## config.mk

```make
export PLATFORM = sky130hd
export DESIGN_NAME = rct_timer
export DESIGN_NICKNAME = d
export VERILOG_FILES = /design/src/rtl/rct_pkg.sv /design/src/rtl/rct_prescale.sv /design/src/rtl/rct_ctrl_regs.sv /design/src/rtl/rct_count_fsm.sv /design/src/rtl/rct_timer.sv
export SDC_FILE = /design/constraint.sdc
export NUM_CORES = 1
export LEC_CHECK = 0
export ABC_AREA = 0
export ABC_CLOCK_PERIOD_IN_PS = 3350
export BUFFER_PORTS_ARGS = -buffer_cell sky130_fd_sc_hd__buf_4
export CAP_MARGIN = 20
export CORE_ASPECT_RATIO = 1.5
export CORE_MARGIN = 2
export CORE_UTILIZATION = 34
export DETAILED_ROUTE_END_ITERATION = 10
export SYNTH_ARGS = -nofsm -noshare
export SYNTH_HDL_FRONTEND = slang
export SYNTH_SLANG_ARGS = --single-unit
```

## constraint.sdc

```tcl
create_clock -name clk -period 3.35 [get_ports clk]
set_input_delay 0.1675 -clock clk [delete_from_list [all_inputs] [get_ports clk]]
set_output_delay 0.1675 -clock clk [all_outputs]
set_load 0.1 [all_outputs]
```

## src/rtl/rct_pkg.sv

```systemverilog
package rct_pkg;

    typedef enum logic [1:0] {
        ST_OFF   = 2'd0,
        ST_SLEEP = 2'd1,
        ST_RUN   = 2'd2,
        ST_DONE  = 2'd3
    } rct_state_e;

    localparam logic [1:0] ADDR_CTRL   = 2'd0;
    localparam logic [1:0] ADDR_SCALE  = 2'd1;
    localparam logic [1:0] ADDR_PERIOD = 2'd2;
    localparam logic [1:0] ADDR_COUNT  = 2'd3;

    localparam int BIT_EN     = 0;
    localparam int BIT_LP     = 1;
    localparam int BIT_RELOAD = 2;
    localparam int BIT_FLAG   = 3;

endpackage

```

## src/rtl/rct_prescale.sv

```systemverilog
module rct_prescale #(
    parameter int SCALE_W = 8
) (
    input  logic               clk,
    input  logic               rst_n,
    input  logic               run,
    input  logic               clr,
    input  logic [SCALE_W-1:0] scale,
    output logic               tick
);

    logic [SCALE_W-1:0] phase_q;

    assign tick = run && (phase_q == scale);

    always_ff @(posedge clk or negedge rst_n) begin
        if (!rst_n) begin
            phase_q <= '0;
        end else if (clr) begin
            phase_q <= '0;
        end else if (run) begin
            if (tick) phase_q <= '0;
            else      phase_q <= phase_q + 1'b1;
        end
    end

    // a write of count or scale restarts the phase
    p_phase_clr_r10: assert property (@(posedge clk) disable iff (!rst_n)
        clr |=> (phase_q == '0));

    // a halted timer keeps its prescaler phase
    p_phase_frozen_r8: assert property (@(posedge clk) disable iff (!rst_n)
        (!run && !clr) |=> $stable(phase_q));

endmodule

```

## src/rtl/rct_ctrl_regs.sv

```systemverilog
module rct_ctrl_regs
    import rct_pkg::*;
#(
    parameter int CNT_W   = 32,
    parameter int SCALE_W = 8
) (
    input  logic               clk,
    input  logic               rst_n,
    input  logic               reg_wr,
    input  logic [1:0]         reg_addr,
    input  logic [CNT_W-1:0]   reg_wdata,
    input  logic               evt,
    output logic               en_q,
    output logic               lp_q,
    output logic               reload_q,
    output logic               flag_q,
    output logic               en_d,
    output logic               lp_d,
    output logic               scale_wr,
    output logic [SCALE_W-1:0] scale_q,
    output logic [CNT_W-1:0]   period_q
);

    logic ctrl_wr;
    logic period_wr;
    logic flag_clr;
    logic reload_d;
    logic flag_d;

    assign ctrl_wr   = reg_wr && (reg_addr == ADDR_CTRL);
    assign scale_wr  = reg_wr && (reg_addr == ADDR_SCALE);
    assign period_wr = reg_wr && (reg_addr == ADDR_PERIOD);
    assign flag_clr  = ctrl_wr && reg_wdata[BIT_FLAG];

    always_comb begin
        en_d     = ctrl_wr ? reg_wdata[BIT_EN]     : en_q;
        lp_d     = ctrl_wr ? reg_wdata[BIT_LP]     : lp_q;
        reload_d = ctrl_wr ? reg_wdata[BIT_RELOAD] : reload_q;
        if (evt)           flag_d = 1'b1;
        else if (flag_clr) flag_d = 1'b0;
        else               flag_d = flag_q;
    end

    always_ff @(posedge clk or negedge rst_n) begin
        if (!rst_n) begin
            en_q     <= 1'b0;
            lp_q     <= 1'b0;
            reload_q <= 1'b0;
            flag_q   <= 1'b0;
            scale_q  <= '0;
            period_q <= '0;
        end else begin
            en_q     <= en_d;
            lp_q     <= lp_d;
            reload_q <= reload_d;
            flag_q   <= flag_d;
            if (scale_wr)  scale_q  <= reg_wdata[SCALE_W-1:0];
            if (period_wr) period_q <= reg_wdata;
        end
    end

    // the flag survives anything but a one written to its bit
    p_flag_hold_r6: assert property (@(posedge clk) disable iff (!rst_n)
        (flag_q && !flag_clr) |=> flag_q);

    // an event always leaves the flag set, even against a clear
    p_event_wins_r7: assert property (@(posedge clk) disable iff (!rst_n)
        evt |=> flag_q);

    // scale and period hold unless written
    p_scale_keep_r8: assert property (@(posedge clk) disable iff (!rst_n)
        !scale_wr |=> $stable(scale_q));

endmodule

```

## src/rtl/rct_count_fsm.sv

```systemverilog
module rct_count_fsm
    import rct_pkg::*;
#(
    parameter int CNT_W = 32
) (
    input  logic             clk,
    input  logic             rst_n,
    input  logic             en_d,
    input  logic             lp_d,
    input  logic             reload_q,
    input  logic [CNT_W-1:0] period_q,
    input  logic             count_wr,
    input  logic [CNT_W-1:0] count_wdata,
    input  logic             tick,
    output logic [CNT_W-1:0] count_q,
    output logic             run,
    output logic             evt
);

    localparam logic [CNT_W-1:0] ONE = {{(CNT_W-1){1'b0}}, 1'b1};

    rct_state_e       state_q;
    rct_state_e       state_d;
    logic [CNT_W-1:0] count_d;
    logic             awake_d;
    logic             live_d;

    // outputs of the current state
    always_comb begin
        run = 1'b0;
        unique case (state_q)
            ST_OFF:   run = 1'b0;
            ST_SLEEP: run = 1'b0;
            ST_RUN:   run = 1'b1;
            ST_DONE:  run = 1'b0;
        endcase
    end

    assign evt = tick && (count_q == ONE) && !count_wr;

    always_comb begin
        if (count_wr)     count_d = count_wdata;
        else if (evt)     count_d = reload_q ? period_q : '0;
        else if (tick)    count_d = count_q - ONE;
        else              count_d = count_q;
    end

    assign awake_d = en_d && !lp_d;
    assign live_d  = (count_d != '0);

    // transitions: ENABLE, DISABLE, DOZE, WAKE, EXPIRE, ARM
    always_comb begin
        state_d = state_q;
        unique case (state_q)
            ST_OFF: begin
                if (en_d && lp_d)  state_d = ST_SLEEP;
                else if (awake_d)  state_d = live_d ? ST_RUN : ST_DONE; // ENABLE
            end
            ST_SLEEP: begin
                if (!en_d)         state_d = ST_OFF;                    // DISABLE
                else if (!lp_d)    state_d = live_d ? ST_RUN : ST_DONE; // WAKE
            end
            ST_RUN: begin
                if (!en_d)         state_d = ST_OFF;                    // DISABLE
                else if (lp_d)     state_d = ST_SLEEP;                  // DOZE
                else if (!live_d)  state_d = ST_DONE;                   // EXPIRE
            end
            ST_DONE: begin
                if (!en_d)         state_d = ST_OFF;                    // DISABLE
                else if (lp_d)     state_d = ST_SLEEP;                  // DOZE
                else if (live_d)   state_d = ST_RUN;                    // ARM
            end
        endcase
    end

    always_ff @(posedge clk or negedge rst_n) begin
        if (!rst_n) state_q <= ST_OFF;
        else        state_q <= state_d;
    end

    always_ff @(posedge clk or negedge rst_n) begin
        if (!rst_n) count_q <= '0;
        else        count_q <= count_d;
    end

    // a tick above the terminal value removes exactly one
    p_step_r2: assert property (@(posedge clk) disable iff (!rst_n)
        (tick && !count_wr && (count_q > ONE)) |=> (count_q == $past(count_q) - ONE));

    // the terminal event with reload loads the period
    p_reload_r4: assert property (@(posedge clk) disable iff (!rst_n)
        (evt && reload_q) |=> (count_q == $past(period_q)));

    // a parked counter stays at zero until written
    p_park_r5: assert property (@(posedge clk) disable iff (!rst_n)
        (state_q == ST_DONE && !count_wr) |=> (count_q == '0));

    // without a write, a halted counter holds
    p_hold_r8: assert property (@(posedge clk) disable iff (!rst_n)
        (!run && !count_wr) |=> $stable(count_q));

endmodule

```

## src/rtl/rct_timer.sv

```systemverilog
module rct_timer
    import rct_pkg::*;
#(
    parameter int CNT_W   = 32,
    parameter int SCALE_W = 8
) (
    input  logic             clk,
    input  logic             rst_n,
    input  logic             reg_wr,
    input  logic [1:0]       reg_addr,
    input  logic [CNT_W-1:0] reg_wdata,
    output logic [CNT_W-1:0] reg_rdata,
    output logic             irq
);

    localparam int CTRL_W = BIT_FLAG + 1;

    logic               en_q, lp_q, reload_q, flag_q;
    logic               en_d, lp_d;
    logic               scale_wr, count_wr;
    logic [SCALE_W-1:0] scale_q;
    logic [CNT_W-1:0]   period_q;
    logic [CNT_W-1:0]   count_q;
    logic               run, tick, evt;

    assign count_wr = reg_wr && (reg_addr == ADDR_COUNT);

    rct_ctrl_regs #(.CNT_W(CNT_W), .SCALE_W(SCALE_W)) u_regs (
        .clk       (clk),
        .rst_n     (rst_n),
        .reg_wr    (reg_wr),
        .reg_addr  (reg_addr),
        .reg_wdata (reg_wdata),
        .evt       (evt),
        .en_q      (en_q),
        .lp_q      (lp_q),
        .reload_q  (reload_q),
        .flag_q    (flag_q),
        .en_d      (en_d),
        .lp_d      (lp_d),
        .scale_wr  (scale_wr),
        .scale_q   (scale_q),
        .period_q  (period_q)
    );

    rct_prescale #(.SCALE_W(SCALE_W)) u_pre (
        .clk   (clk),
        .rst_n (rst_n),
        .run   (run),
        .clr   (count_wr || scale_wr),
        .scale (scale_q),
        .tick  (tick)
    );

    rct_count_fsm #(.CNT_W(CNT_W)) u_fsm (
        .clk         (clk),
        .rst_n       (rst_n),
        .en_d        (en_d),
        .lp_d        (lp_d),
        .reload_q    (reload_q),
        .period_q    (period_q),
        .count_wr    (count_wr),
        .count_wdata (reg_wdata),
        .tick        (tick),
        .count_q     (count_q),
        .run         (run),
        .evt         (evt)
    );

    always_comb begin
        reg_rdata = '0;
        unique case (reg_addr)
            ADDR_CTRL:   reg_rdata[CTRL_W-1:0] = {flag_q, reload_q, lp_q, en_q};
            ADDR_SCALE:  reg_rdata[SCALE_W-1:0] = scale_q;
            ADDR_PERIOD: reg_rdata = period_q;
            ADDR_COUNT:  reg_rdata = count_q;
        endcase
    end

    assign irq = flag_q && en_q;

    // dropping enable takes the interrupt down
    p_irq_gate_r9: assert property (@(posedge clk) disable iff (!rst_n)
        $fell(en_q) |-> !irq);

endmodule

```

# Word-level counts from Yosys, hierarchy flattened
# Index checks and enable logic that the tools add are counted.
[totals]
word_cells = 71
ff_bits = 86
output_inout_bits = 33
in_bits = 37
[classes]
n_eq_ne = 12
add_sub_neg = 2
n_reduce_logical = 21
mux = 27
[op_table]
columns = ["operator", "count"]
rows = [
  ["2-to-1 mux 32 bit", 4],
  ["case mux 24 bit (2 select lines)", 1],
  ["equality test 32 x 1 -> 1 bit, second input constant", 1],
  ["nonzero test 32 bit", 1],
  ["subtractor 32 x 1 -> 32 bit, second input constant", 1],
  ["2-to-1 mux 8 bit", 3],
  ["2-to-1 mux 2 bit", 10],
  ["case mux 4 bit (4 select lines)", 1],
  ["case mux 4 bit (3 select lines)", 1],
  ["logical AND 1 bit", 11],
  ["adder 8 x 1 -> 8 bit, second input constant", 1],
  ["equality test 2 bit, second input constant", 4],
  ["equality test 8 bit", 1],
  ["inequality test 4 bit, second input constant", 2],
  ["case mux 2 bit (4 select lines)", 1],
  ["2-to-1 mux 1 bit", 5],
  ["equality test 2 x 1 -> 1 bit, second input constant", 2],
  ["zero test 2 bit", 2],
  ["AND reduction 4 bit", 1],
  ["nonzero test 2 bit", 2],
  ["inequality test 3 x 1 -> 1 bit, second input constant", 1],
  ["inequality test 3 bit, second input constant", 1],
  ["OR reduction 3 bit", 1],
  ["zero test 1 bit", 2],
  ["other kinds (2)", 2],
]

# Depth between registers and ports, before layout
# Gate-level depths: netlist of run 1.
[depth]
depth_word = 13
ltp_mapped = 14
mapped_depth_nobuf = 11

# Hierarchy
# From an unflattened synthesis of run 1, not the netlist that was laid out.
[hier_totals]
cells_unflattened = 553
area_unflattened_um2 = 5616.6
[modules_own_cells]
columns = ["module", "n_inst", "area_each_um2", "seq_area_each_um2", "cells_per_inst"]
rows = [
  ["rct_count_fsm", 1, 2766.4, 850.8, 327],
  ["rct_ctrl_regs", 1, 1669.1, 1101.1, 97],
  ["rct_timer", 1, 666.9, 0.0, 72],
  ["rct_prescale", 1, 514.2, 200.2, 57],
]

# Worst setup path after synthesis of run 1
# Ideal clock, no wire load.
[synth_path]
path_type = "flip-flop to flip-flop"
startpoint = "reg u_fsm.count_q[1]"
endpoint = "reg u_fsm.state_q[0]"
path_stages_with_launch = 12
setup_ns = 0.092
period_less_slack_ns = 3.315
path_buffers = 0
t_arrival_ns = 3.223
setup_slack_ns = 0.035
required_time_ns = 3.258
path_cell_list = "dfrtp_1 -> inv_1 -> ha_1 -> nor4b_2 -> nand4b_4 -> nor3_4 -> a21oi_2 -> a221o_1 -> or4b_1 -> or4_1 -> or4b_1 -> o31ai_2"
[synth_via]
elab_chain_len = 10
word_cells_on_any_way = 17
classes_between = "add/sub: 1; eq/ne: 3; mux: 9; reduce/logical: 4"
[synth_rtl]
columns = ["element", "line", "rtl"]
rows = [
  ["from (decl)", "rct_count_fsm.sv:15", "output logic [CNT_W-1:0] count_q,"],
  ["from (signal assigned)", "rct_count_fsm.sv:83", "else count_q <= count_d;"],
  ["parallel branches: the longest is 3 deep, another holds subtractor 32 x 1 -> 32 bit", "-", ""],
  ["2-to-1 mux 32 bit *", "rct_count_fsm.sv:43", "else if (evt) count_d = reload_q ? period_q : '0;"],
  ["2-to-1 mux 32 bit *", "rct_count_fsm.sv:42", "if (count_wr) count_d = count_wdata;"],
  ["via u_fsm.count_d[2]", "rct_count_fsm.sv:24", "logic [CNT_W-1:0] count_d;"],
  ["nonzero test 32 bit *", "rct_count_fsm.sv:49", "assign live_d = (count_d != '0);"],
  ["2-to-1 mux 1 bit", "rct_count_fsm.sv:57, rct_count_fsm.sv:61", ""],
  ["2-to-1 mux 2 bit (on tied branches)", "rct_count_fsm.sv:61, rct_count_fsm.sv:57", ""],
  ["2-to-1 mux 2 bit (on tied branches)", "rct_count_fsm.sv:60, rct_count_fsm.sv:56", ""],
  ["case mux 2 bit (4 select lines)", "rct_count_fsm.sv:54", "unique case (state_q)"],
  ["to (signal assigned)", "rct_count_fsm.sv:78", "else state_q <= state_d;"],
  ["to (decl)", "rct_count_fsm.sv:22", "rct_state_e state_q;"],
]
# Mark *: on every way through the listed nets, which the timed path passes. The select of a mux whose other input is x is not followed.
# A chain may end at the register's enable or synchronous reset.

# Worst setup path in the final report of run 1
[layout_path]
startpoint = "reg u_fsm.count_q[13]"
endpoint = "reg u_fsm.state_q[0]"
[layout_via]
elab_chain_len = 10
word_cells_on_any_way = 17
classes_between = "add/sub: 1; eq/ne: 3; mux: 9; reduce/logical: 4"
[layout_rtl]
columns = ["element", "line", "rtl"]
rows = [
  ["equality test 32 x 1 -> 1 bit *", "rct_count_fsm.sv:39", "assign evt = tick && (count_q == ONE) && !count_wr;"],
  ["logical AND 1 bit * (2 in a row)", "rct_count_fsm.sv:39", ""],
  ["2-to-1 mux 32 bit *", "rct_count_fsm.sv:43", ""],
  ["2-to-1 mux 32 bit *", "rct_count_fsm.sv:42", ""],
  ["via u_fsm.count_d[8]", "rct_count_fsm.sv:24", ""],
  ["nonzero test 32 bit *", "rct_count_fsm.sv:49", ""],
  ["2-to-1 mux 1 bit", "rct_count_fsm.sv:57, rct_count_fsm.sv:61", ""],
  ["2-to-1 mux 2 bit (on tied branches)", "rct_count_fsm.sv:61, rct_count_fsm.sv:57", ""],
  ["2-to-1 mux 2 bit (on tied branches)", "rct_count_fsm.sv:60, rct_count_fsm.sv:56", ""],
  ["case mux 2 bit (4 select lines)", "rct_count_fsm.sv:54", ""],
]
# Mark *: on every way through the listed nets, which the timed path passes. The rest lies on a longest branch. The select of a mux whose other input is x is not followed.

==> results of run 1 <==
## per-stage QoR
stage | setup slack (ps) | TNS, ps | cells
after floorplan | 35.12 | 0 | 519
after global placement | -301.6 | -301.6 | 846
after detailed placement | -360.1 | -360.1 | 846
after CTS | -177.1 | -177.1 | 868
after global routing | -334.9 | -334.9 | 868
final | -157.3 | -157.3 | 868
## cell usage in the layout, fill, tap and decap left out, types with 10 or more instances in the layout
cell type / Yosys / routed
sky130_fd_sc_hd__a21oi_1: 18 / 18
sky130_fd_sc_hd__a22oi_1: 18 / 18
sky130_fd_sc_hd__buf_4: 0 / 165
sky130_fd_sc_hd__dfrtp_1: 86 / 86
sky130_fd_sc_hd__mux2_2: 47 / 47
sky130_fd_sc_hd__mux2i_1: 24 / 24
sky130_fd_sc_hd__nand2_1: 33 / 33
sky130_fd_sc_hd__nand3_1: 10 / 10
sky130_fd_sc_hd__nor2_1: 30 / 30
sky130_fd_sc_hd__nor2b_1: 27 / 27
sky130_fd_sc_hd__nor3_1: 17 / 17
sky130_fd_sc_hd__nor4_1: 10 / 10
sky130_fd_sc_hd__o21ai_0: 31 / 31
sky130_fd_sc_hd__xnor2_1: 26 / 26
## worst paths after layout
check / cells after the start / slack [ps] / endpoint
setup / recovery: 10 / -160 / u_fsm.state_q[0]$_DFFE_PN0P_
hold / removal: 1 / -30 / u_pre.phase_q[1]$_DFFE_PN0P_
setup reg to reg: 10 / -160 / u_fsm.state_q[0]$_DFFE_PN0P_
hold reg to reg: 2 / 530 / u_regs.flag_q$_DFFE_PN0P_
max in group asynchronous: 2 / 2540 / u_regs.period_q[10]$_DFFE_PN0P_
min in group clk: 3 / 50 / u_fsm.count_q[24]$_DFF_PN0_
## flip-flops by register name (all words and copies together) (netlist names)
signal / count
u_regs.en_q: 1
u_fsm.state_q: 2
u_pre.phase_q: 8
u_regs.lp_q: 1
u_regs.period_q: 32
u_regs.scale_q: 8
u_fsm.count_q: 32
u_regs.flag_q: 1
u_regs.reload_q: 1
## final cells by class
class                      instances  area, µm²
clock buffer                      10      239.0
clock inverter                     6      71.32
fill                            1459       8108
inverter                           5      18.77
multi-input combinational        396       2974
sequential                        86       2152
tap                              199      249.0
timing repair buffer             166       1259
## report_power, final
group	internal, mW	switching [mW]	leakage (nW)
clock network	0.602	0.440	0.145
logic	0.539	0.865	1.79
registers	1.22	0.183	1.04
total	2.36	1.49	2.97
## timing repair
| action | in CTS | in global routing |
|---|---|---|
| hold buffers | 0 | 0 |
| resized for setup | 6 | 1 |
| setup buffers | 6 | 0 |
| setup endpoints to repair | 1 | 1 |
| pin swaps | 5 | 1 |
## logic make-up (layout without fill, tap and decap cells)
kind of cell	Yosys count	count (layout)
simple gates	194	194
compound gates	95	95
flops	86	86
mux	75	75
buf+inv	37	187
xor+xnor	29	29
fa+ha+maj	3	3
## layer usage
layer	track usage [%]	vias up
li1	-	2214
met1	24.91	2303
met2	40.92	104
met3	2.924	22
met4	7.937	0
met5	0	-
==> out/summary.log, run 1 <==
qor: place.gp_congestion 0.9189
qor: detailed_routing.vias 4643
qor: clock_network.clock_insertion_delay_worst_skew 340 ps
qor: logic_synthesis.yosys_warnings 0
qor: critical_path.worst-endpoint-required 3600 ps
qor: detailed_routing.detailedRoute.firstIterationViolations 205
qor: timing.finalCriticalPeriod 3507 ps
qor: logic_synthesis.synth.yosys.seq_area_share 41.16%
qor: logic_synthesis.yosys.area_share.xor_xnor 4.858%
qor: detailed_routing.drcViolationCount 0
qor: clock_network.clock_tree.htree_level_count 3
qor: detailed_routing.top_layer_used met4
qor: place.placed_instance_area 6565 µm²
qor: critical_path.worst-path-buf-inv 1
qor: logic_synthesis.netlist.area_leader.share 41.16%
qor: grt.grt_antenna_before_repair 0
qor: critical_path.endpoint_kind register
qor: detailed_routing.remaining_number_of_nets_flagged_by_the_antenna_check_after_routing 0
qor: detailed_routing.dr.pass1.iters 5
qor: timing.final_hold_violations 16
qor: timing.period_share 104.7%
qor: final_layout.drive_above_1_share 37.37%
qor: logic_synthesis.synth_area_in_compound_gates 11.80%
qor: critical_path.r2r_start u_fsm.count_q[13]$_DFF_PN0_
qor: logic_synthesis.yosysMostFrequentCell sky130_fd_sc_hd__dfrtp_1
qor: critical_path.path_cells nor4_4, nand4_1, nor3_4, buf_4, o22ai_1, o31a_1, or4b_1, or4_1, or4b_4, o31ai_2
qor: clock_network.max-clock-path-buffers 2
qor: logic_synthesis.post_synth_fa_ha_maj_area_fraction 0.7179%
qor: critical_path.critical_path_arrival 3760 ps
qor: grt.first_global_vias 4943
qor: logic_synthesis.post_synth_num_cell_types 59
qor: grt.global_route.usage.total 21.80%
qor: floorplan.i_o_pin_total 70
qor: detailed_routing.met3_routed_wirelength 599 µm
qor: floorplan.die_width 105.3 µm
qor: logic_synthesis.ys_top_cells_by_area sky130_fd_sc_hd__dfrtp_1 41%, sky130_fd_sc_hd__mux2_2 10%, sky130_fd_sc_hd__mux2i_1 4.6%
qor: final_layout.diodes 0
qor: critical_path.worstSetupStartpoint u_fsm.count_q[13]$_DFF_PN0_
qor: critical_path.worst_setup_path_start_kind register
qor: flow_run.cap_viol_max_count 0
qor: logic_synthesis.nets_in_the_synthesized_netlist 559
qor: timing.slew_headroom 33.24%
qor: clock_network.cts_sink_count 86
qor: critical_path.crit_path_max_fanout 3
qor: timing.clock-skew-final 9.387 ps
qor: timing.drv_slew 0
qor: logic_synthesis.ys_async_sr_fraction 100.0%
qor: outcome.failed_checks negative hold slack, negative setup slack
qor: logic_synthesis.synth_ff_type sky130_fd_sc_hd__dfrtp_1
qor: logic_synthesis.synth.top_cells.by_count 86 x sky130_fd_sc_hd__dfrtp_1, 47 x sky130_fd_sc_hd__mux2_2, 33 x sky130_fd_sc_hd__nand2_1
qor: grt.grt_max_degree 75
qor: detailed_routing.m1WireLength 6.926 mm
qor: timing.timing.fmax 285.1 MHz
qor: detailed_routing.detail_route.vias_per_cell 5.349
qor: critical_path.delay_of_the_slowest_critical_path_stage 530 ps
qor: outcome.run_status finished, violations left
qor: floorplan.start_util 34.69%
qor: floorplan.die_height 155.9 µm
qor: final_layout.finish.utilization 46.20%
qor: place.hpwl_after_detailed_placement 13.64 mm
qor: timing.final.setup.worst_slack -157.3 ps
qor: final_layout.layout.nets 704
qor: grt.grt_remaining_overflow 0
qor: floorplan.std_cell_rows 55
qor: logic_synthesis.yosys.area.top_type sky130_fd_sc_hd__dfrtp_1
qor: clock_network.clkTransAtPathRegs 70 ps
qor: logic_synthesis.syn_inst 519
qor: detailed_routing.drt-total-wl 17.54 mm
qor: power_and_ir_drop.powerDensity 552.5 nW/µm²
qor: floorplan.floorplan.core_area 15070 µm²
qor: clock_network.cts_tree built
qor: logic_synthesis.syn_avg_cell_area 10.07 µm²
qor: floorplan.fp.dieArea 16410 µm²
qor: critical_path.worst-setup-path-type register to register
qor: power_and_ir_drop.power_leakage 2.974 nW
qor: logic_synthesis.synth-simple-area-share 22.25%
qor: critical_path.critPathTopFamily simple AND/OR/NAND/NOR gates
qor: timing.grt_setup_unrepaired yes
qor: final_layout.fin_area 6963 µm²
qor: place.placement.io_buffers 69
qor: grt.wire_length_of_the_first_global_routing_pass 27.50 mm
qor: logic_synthesis.synth_top_family_by_area simple AND/OR/NAND/NOR gates
qor: clock_network.cts.root.buffer_cell sky130_fd_sc_hd__clkbuf_16
qor: power_and_ir_drop.fin_total_pwr 3.847 mW
qor: detailed_routing.route.met2.wl 9.612 mm
qor: hold_path.worstHoldPathType input port to async pin
qor: detailed_routing.drt-wirelength-per-cell 20.21 µm
qor: clock_network.total_clock_buffers_created_by_cts 9
qor: logic_synthesis.synth-edff-count 0
qor: timing.finalSetupViolCount 1
qor: logic_synthesis.post_synthesis_register_bit_count 86
qor: logic_synthesis.synthMuxAreaShare 16.44%
qor: timing.timing_worst_slew_pin_value 1001 ps
qor: critical_path.critPathSlowestCell sky130_fd_sc_hd__or4b_4
qor: power_and_ir_drop.vdd_ir_drop_max 0.3066 mV
qor: logic_synthesis.post_synth_instance_area 5229 µm²
qor: timing.hold_ws -29.28 ps
qor: final_layout.area.growth.synth_to_final 33.17%
Power figures use the tool's default switching activity.
==> inputs of run 2 (changes only) <==
--- a/config.mk
+++ b/config.mk
@@ -11,8 +11,10 @@
 export CAP_MARGIN = 20
 export CORE_ASPECT_RATIO = 1.5
 export CORE_MARGIN = 2
-export CORE_UTILIZATION = 34
+export CORE_UTILIZATION = 46
 export DETAILED_ROUTE_END_ITERATION = 10
+export PLACE_DENSITY = 0.69
+export RECOVER_POWER = 50
 export SYNTH_ARGS = -nofsm -noshare
 export SYNTH_HDL_FRONTEND = slang
 export SYNTH_SLANG_ARGS = --single-unit
==> out/summary.log, run 2 (synthesized netlist as in run 1, its figures left out) <==
qor: outcome.run_status finished, violations left [unchanged]
qor: outcome.failed_checks max-capacitance violations, max-slew violations, negative setup slack [was negative hold slack, negative setup slack]
qor: flow_run.cap_viol_max_count 1 [was 0]
qor: grt.grt_max_degree 79 [was 75]
qor: grt.grt_remaining_overflow 0 [unchanged]
qor: power_and_ir_drop.power_leakage 2.925 nW [was 2.974 nW]
qor: final_layout.multiInputGateArea 2993 µm² [was 2974 µm²]
qor: critical_path.worst-path-buf-inv 2 [was 1]
qor: detailed_routing.detail_route.vias_per_cell 5.991 [was 5.349]
qor: timing.slew_headroom -16.87% [was 33.24%]
qor: timing.period_share 100.9% [was 104.7%]
qor: grt.first_global_vias 4886 [was 4943]
qor: timing.drv_slew 68 [was 0]
qor: clock_network.clock_insertion_delay_worst_skew 350 ps [was 340 ps]
qor: detailed_routing.drcViolationCount 0 [unchanged]
qor: place.gp_congestion 0.9847 [was 0.9189]
qor: critical_path.timing.rr.end u_fsm.state_q[0]$_DFFE_PN0P_ [unchanged]
qor: final_layout.drive_above_1_share 35.66% [was 37.37%]
qor: critical_path.delay_of_the_slowest_critical_path_stage 500 ps [was 530 ps]
qor: clock_network.cts_tree built [unchanged]
qor: clock_network.cts.root.buffer_cell sky130_fd_sc_hd__clkbuf_16 [unchanged]
qor: critical_path.worst_setup_path_start_kind register [unchanged]
qor: critical_path.critPathTopFamily simple AND/OR/NAND/NOR gates [unchanged]
qor: detailed_routing.drt-wirelength-per-cell 20.42 µm [was 20.21 µm]
qor: clock_network.clock_tree.htree_level_count 3 [unchanged]
qor: final_layout.largestRegisters u_fsm.count_q x32, u_regs.period_q x32 [unchanged]
qor: floorplan.fp.dieArea 12250 µm² [was 16410 µm²]
qor: clock_network.total_clock_buffers_created_by_cts 9 [unchanged]
qor: final_layout.diodes 0 [unchanged]
qor: detailed_routing.dr.pass1.iters 6 [was 5]
qor: timing.hold_ws 31.03 ps [was -29.28 ps]
qor: hold_path.worstHoldPathType input port to register [was input port to async pin]
qor: hold_path.holdPathStages 3
qor: critical_path.r2r_start u_fsm.count_q[1]$_DFF_PN0_ [was u_fsm.count_q[13]$_DFF_PN0_]
qor: timing.finalCriticalPeriod 3381 ps [was 3507 ps]
qor: floorplan.die_width 91.05 µm [was 105.3 µm]
qor: final_layout.mostFrequentLayoutCell sky130_fd_sc_hd__buf_4 [unchanged]
qor: final_layout.mostFrequentLayoutCells 145 x sky130_fd_sc_hd__buf_4, 86 x sky130_fd_sc_hd__dfrtp_1, 45 x sky130_fd_sc_hd__mux2_2, 33 x sky130_fd_sc_hd__nand2_1, 31 x sky130_fd_sc_hd__o21ai_0 [was 165 x sky130_fd_sc_hd__buf_4, 86 x sky130_fd_sc_hd__dfrtp_1, 47 x sky130_fd_sc_hd__mux2_2, 33 x sky130_fd_sc_hd__nand2_1, 31 x sky130_fd_sc_hd__o21ai_0]
qor: power_and_ir_drop.clock_power_share 28.7% [was 27.1%]
qor: timing.final.setup.worst_slack -30.52 ps [was -157.3 ps]
qor: timing.final_hold_violations 0 [was 16]
qor: power_and_ir_drop.seq_power_share 35.8% [was 36.4%]
qor: critical_path.crit_path_max_fanout 3 [unchanged]
qor: detailed_routing.detailedRoute.firstIterationViolations 329 [was 205]
qor: place.placement.io_buffers 69 [unchanged]
qor: final_layout.fin_area 6835 µm² [was 6963 µm²]
qor: grt.grt_antenna_before_repair 0 [unchanged]
qor: detailed_routing.remaining_number_of_nets_flagged_by_the_antenna_check_after_routing 0 [unchanged]
qor: floorplan.std_cell_rows 47 [was 55]
qor: timing.clock-skew-final 4.730 ps [was 9.387 ps]
qor: clock_network.max-clock-path-buffers 2 [unchanged]
qor: floorplan.i_o_pin_total 70 [unchanged]
qor: final_layout.seqCellArea 2152 µm² [unchanged]
qor: floorplan.die_height 134.6 µm [was 155.9 µm]
qor: critical_path.critPathSlowestCell sky130_fd_sc_hd__or3b_2 [was sky130_fd_sc_hd__or4b_4]
qor: clock_network.cts_sink_count 86 [unchanged]
qor: critical_path.critical_path_arrival 3640 ps [was 3760 ps]
qor: place.placed_instance_area 6425 µm² [was 6565 µm²]
qor: floorplan.start_util 47.30% [was 34.69%]
qor: place.hpwl_after_detailed_placement 12.37 mm [was 13.64 mm]
qor: critical_path.worst_path_most_repeated_cell sky130_fd_sc_hd__or3b_2
qor: timing.timing_worst_slew_pin_value 1753 ps [was 1001 ps]
qor: final_layout.layout.nets 694 [was 704]
qor: critical_path.worst-setup-path-type register to register [unchanged]
qor: power_and_ir_drop.powerDensity 570.0 nW/µm² [was 552.5 nW/µm²]
qor: grt.global_route.usage.total 27.31% [was 21.80%]
qor: hold_path.hold_start reg_wdata[24]
qor: timing.finalSetupViolCount 1 [unchanged]
qor: power_and_ir_drop.comb_power_share 35.5% [was 36.5%]
qor: power_and_ir_drop.share_of_total_power_consumed_by_net_switching 37.54% [was 38.68%]
qor: grt.wire_length_of_the_first_global_routing_pass 26.05 mm [was 27.50 mm]
qor: detailed_routing.vias 4829 [was 4643]
qor: critical_path.worst-r2r-cell-count 11 [was 10]
qor: timing.grt_setup_unrepaired yes [unchanged]
qor: power_and_ir_drop.vdd_ir_drop_max 0.3445 mV [was 0.3066 mV]
qor: timing.timing.fmax 295.8 MHz [was 285.1 MHz]
qor: critical_path.worst-endpoint-required 3610 ps [was 3600 ps]
qor: final_layout.filler_cell_count 1013 [was 1459]
qor: detailed_routing.drt-total-wl 16.46 mm [was 17.54 mm]
qor: critical_path.r2r_setup_slack -30 ps [was -160 ps]
qor: critical_path.path_cells inv_1, buf_4, ha_1, or3b_2, or3_1, o41ai_2, o311ai_1, or3b_2, a21oi_2, or4b_4, o31ai_2 [was nor4_4, nand4_1, nor3_4, buf_4, o22ai_1, o31a_1, or4b_1, or4_1, or4b_4, o31ai_2]
qor: floorplan.floorplan.core_area 11060 µm² [was 15070 µm²]
qor: clock_network.clkTransAtPathRegs 60 ps [was 70 ps]
qor: power_and_ir_drop.intPower 2.434 mW [was 2.359 mW]
qor: power_and_ir_drop.switchingPower 1.463 mW [was 1.488 mW]
qor: critical_path.endpoint_kind register [unchanged]
qor: hold_path.whs_endpoint u_fsm.count_q[24]$_DFF_PN0_
qor: final_layout.area.growth.synth_to_final 30.73% [was 33.17%]
-- run 2: repair_timing --
item                                   4_1_cts  5_1_grt
buffers inserted                             3        1
setup endpoints to repair                    1        1
endpoints found under the hold margin        0       11
pin swaps                                   10        4
resized for setup                            7        6
hold buffers                                 0        1
-- run 2: how the worst max path moves through the flow --
stage	from	end	slack [ps]	cells past startpoint
floorplan	u_fsm.count_q[1]$_DFF_PN0_	u_fsm.state_q[0]$_DFFE_PN0P_	40	11
global placement	u_fsm.count_q[1]$_DFF_PN0_	u_fsm.state_q[0]$_DFFE_PN0P_	-110	11
detailed placement	u_fsm.count_q[1]$_DFF_PN0_	u_fsm.state_q[0]$_DFFE_PN0P_	-160	11
CTS	u_fsm.count_q[29]$_DFF_PN0_	u_fsm.state_q[0]$_DFFE_PN0P_	-30	9
global route	u_pre.phase_q[2]$_DFFE_PN0P_	u_fsm.state_q[0]$_DFFE_PN0P_	-200	9
finish	u_fsm.count_q[1]$_DFF_PN0_	u_fsm.state_q[0]$_DFFE_PN0P_	-30	11
-- run 2: final cells by class --
class | count | area share, %
flip-flops and latches | 86 | 31.48
repair buffers | 156 | 16.88
inverters | 5 | 0.2746
clock inverters | 5 | 1.190
well taps | 147 | 2.691
multi-input cells | 396 | 43.79
clock buffers | 11 | 3.698
-- run 2: tightest hold or removal path: stages --
cell                      delay [ps]
sky130_fd_sc_hd__buf_4            90
sky130_fd_sc_hd__nand2_1          40
sky130_fd_sc_hd__nand2_1          40
-- run 2: power groups by stage --
stage               sequential, mW  combinational, mW  clock [mW]
global route                  1.42               1.46        1.17
global placement              1.40               1.34           0
detailed placement            1.41               1.35           0
finish                        1.40               1.38        1.12
CTS                           1.39               1.37        1.13
floorplan                     1.38              0.906           0
-- run 2: routing by layer --
layer / track usage [%] / routed length (µm) / vias up
li1: - / - / 2188
met1: 30.88 / 6152 / 2395
met2: 50.66 / 8930 / 190
met3: 3.571 / 670 / 56
met4: 12.63 / 707 / 0
met5: 0 / 0 / -
-- run 2: per-stage QoR --
step / setup TNS (ps) / total power [mW] / std cells / utilization (%) / setup slack (ps)
floorplan: 0 / 2.283 / 519 / - / 35.12
global placement: -113.7 / 2.739 / 784 / 58.11 / -113.7
detailed placement: -164.5 / 2.764 / 784 / 58.11 / -164.5
CTS: -30.17 / 3.895 / 803 / 61.62 / -30.17
global route: -198.9 / 4.046 / 806 / 61.83 / -198.9
finish: -30.52 / 3.896 / 806 / 61.83 / -30.52
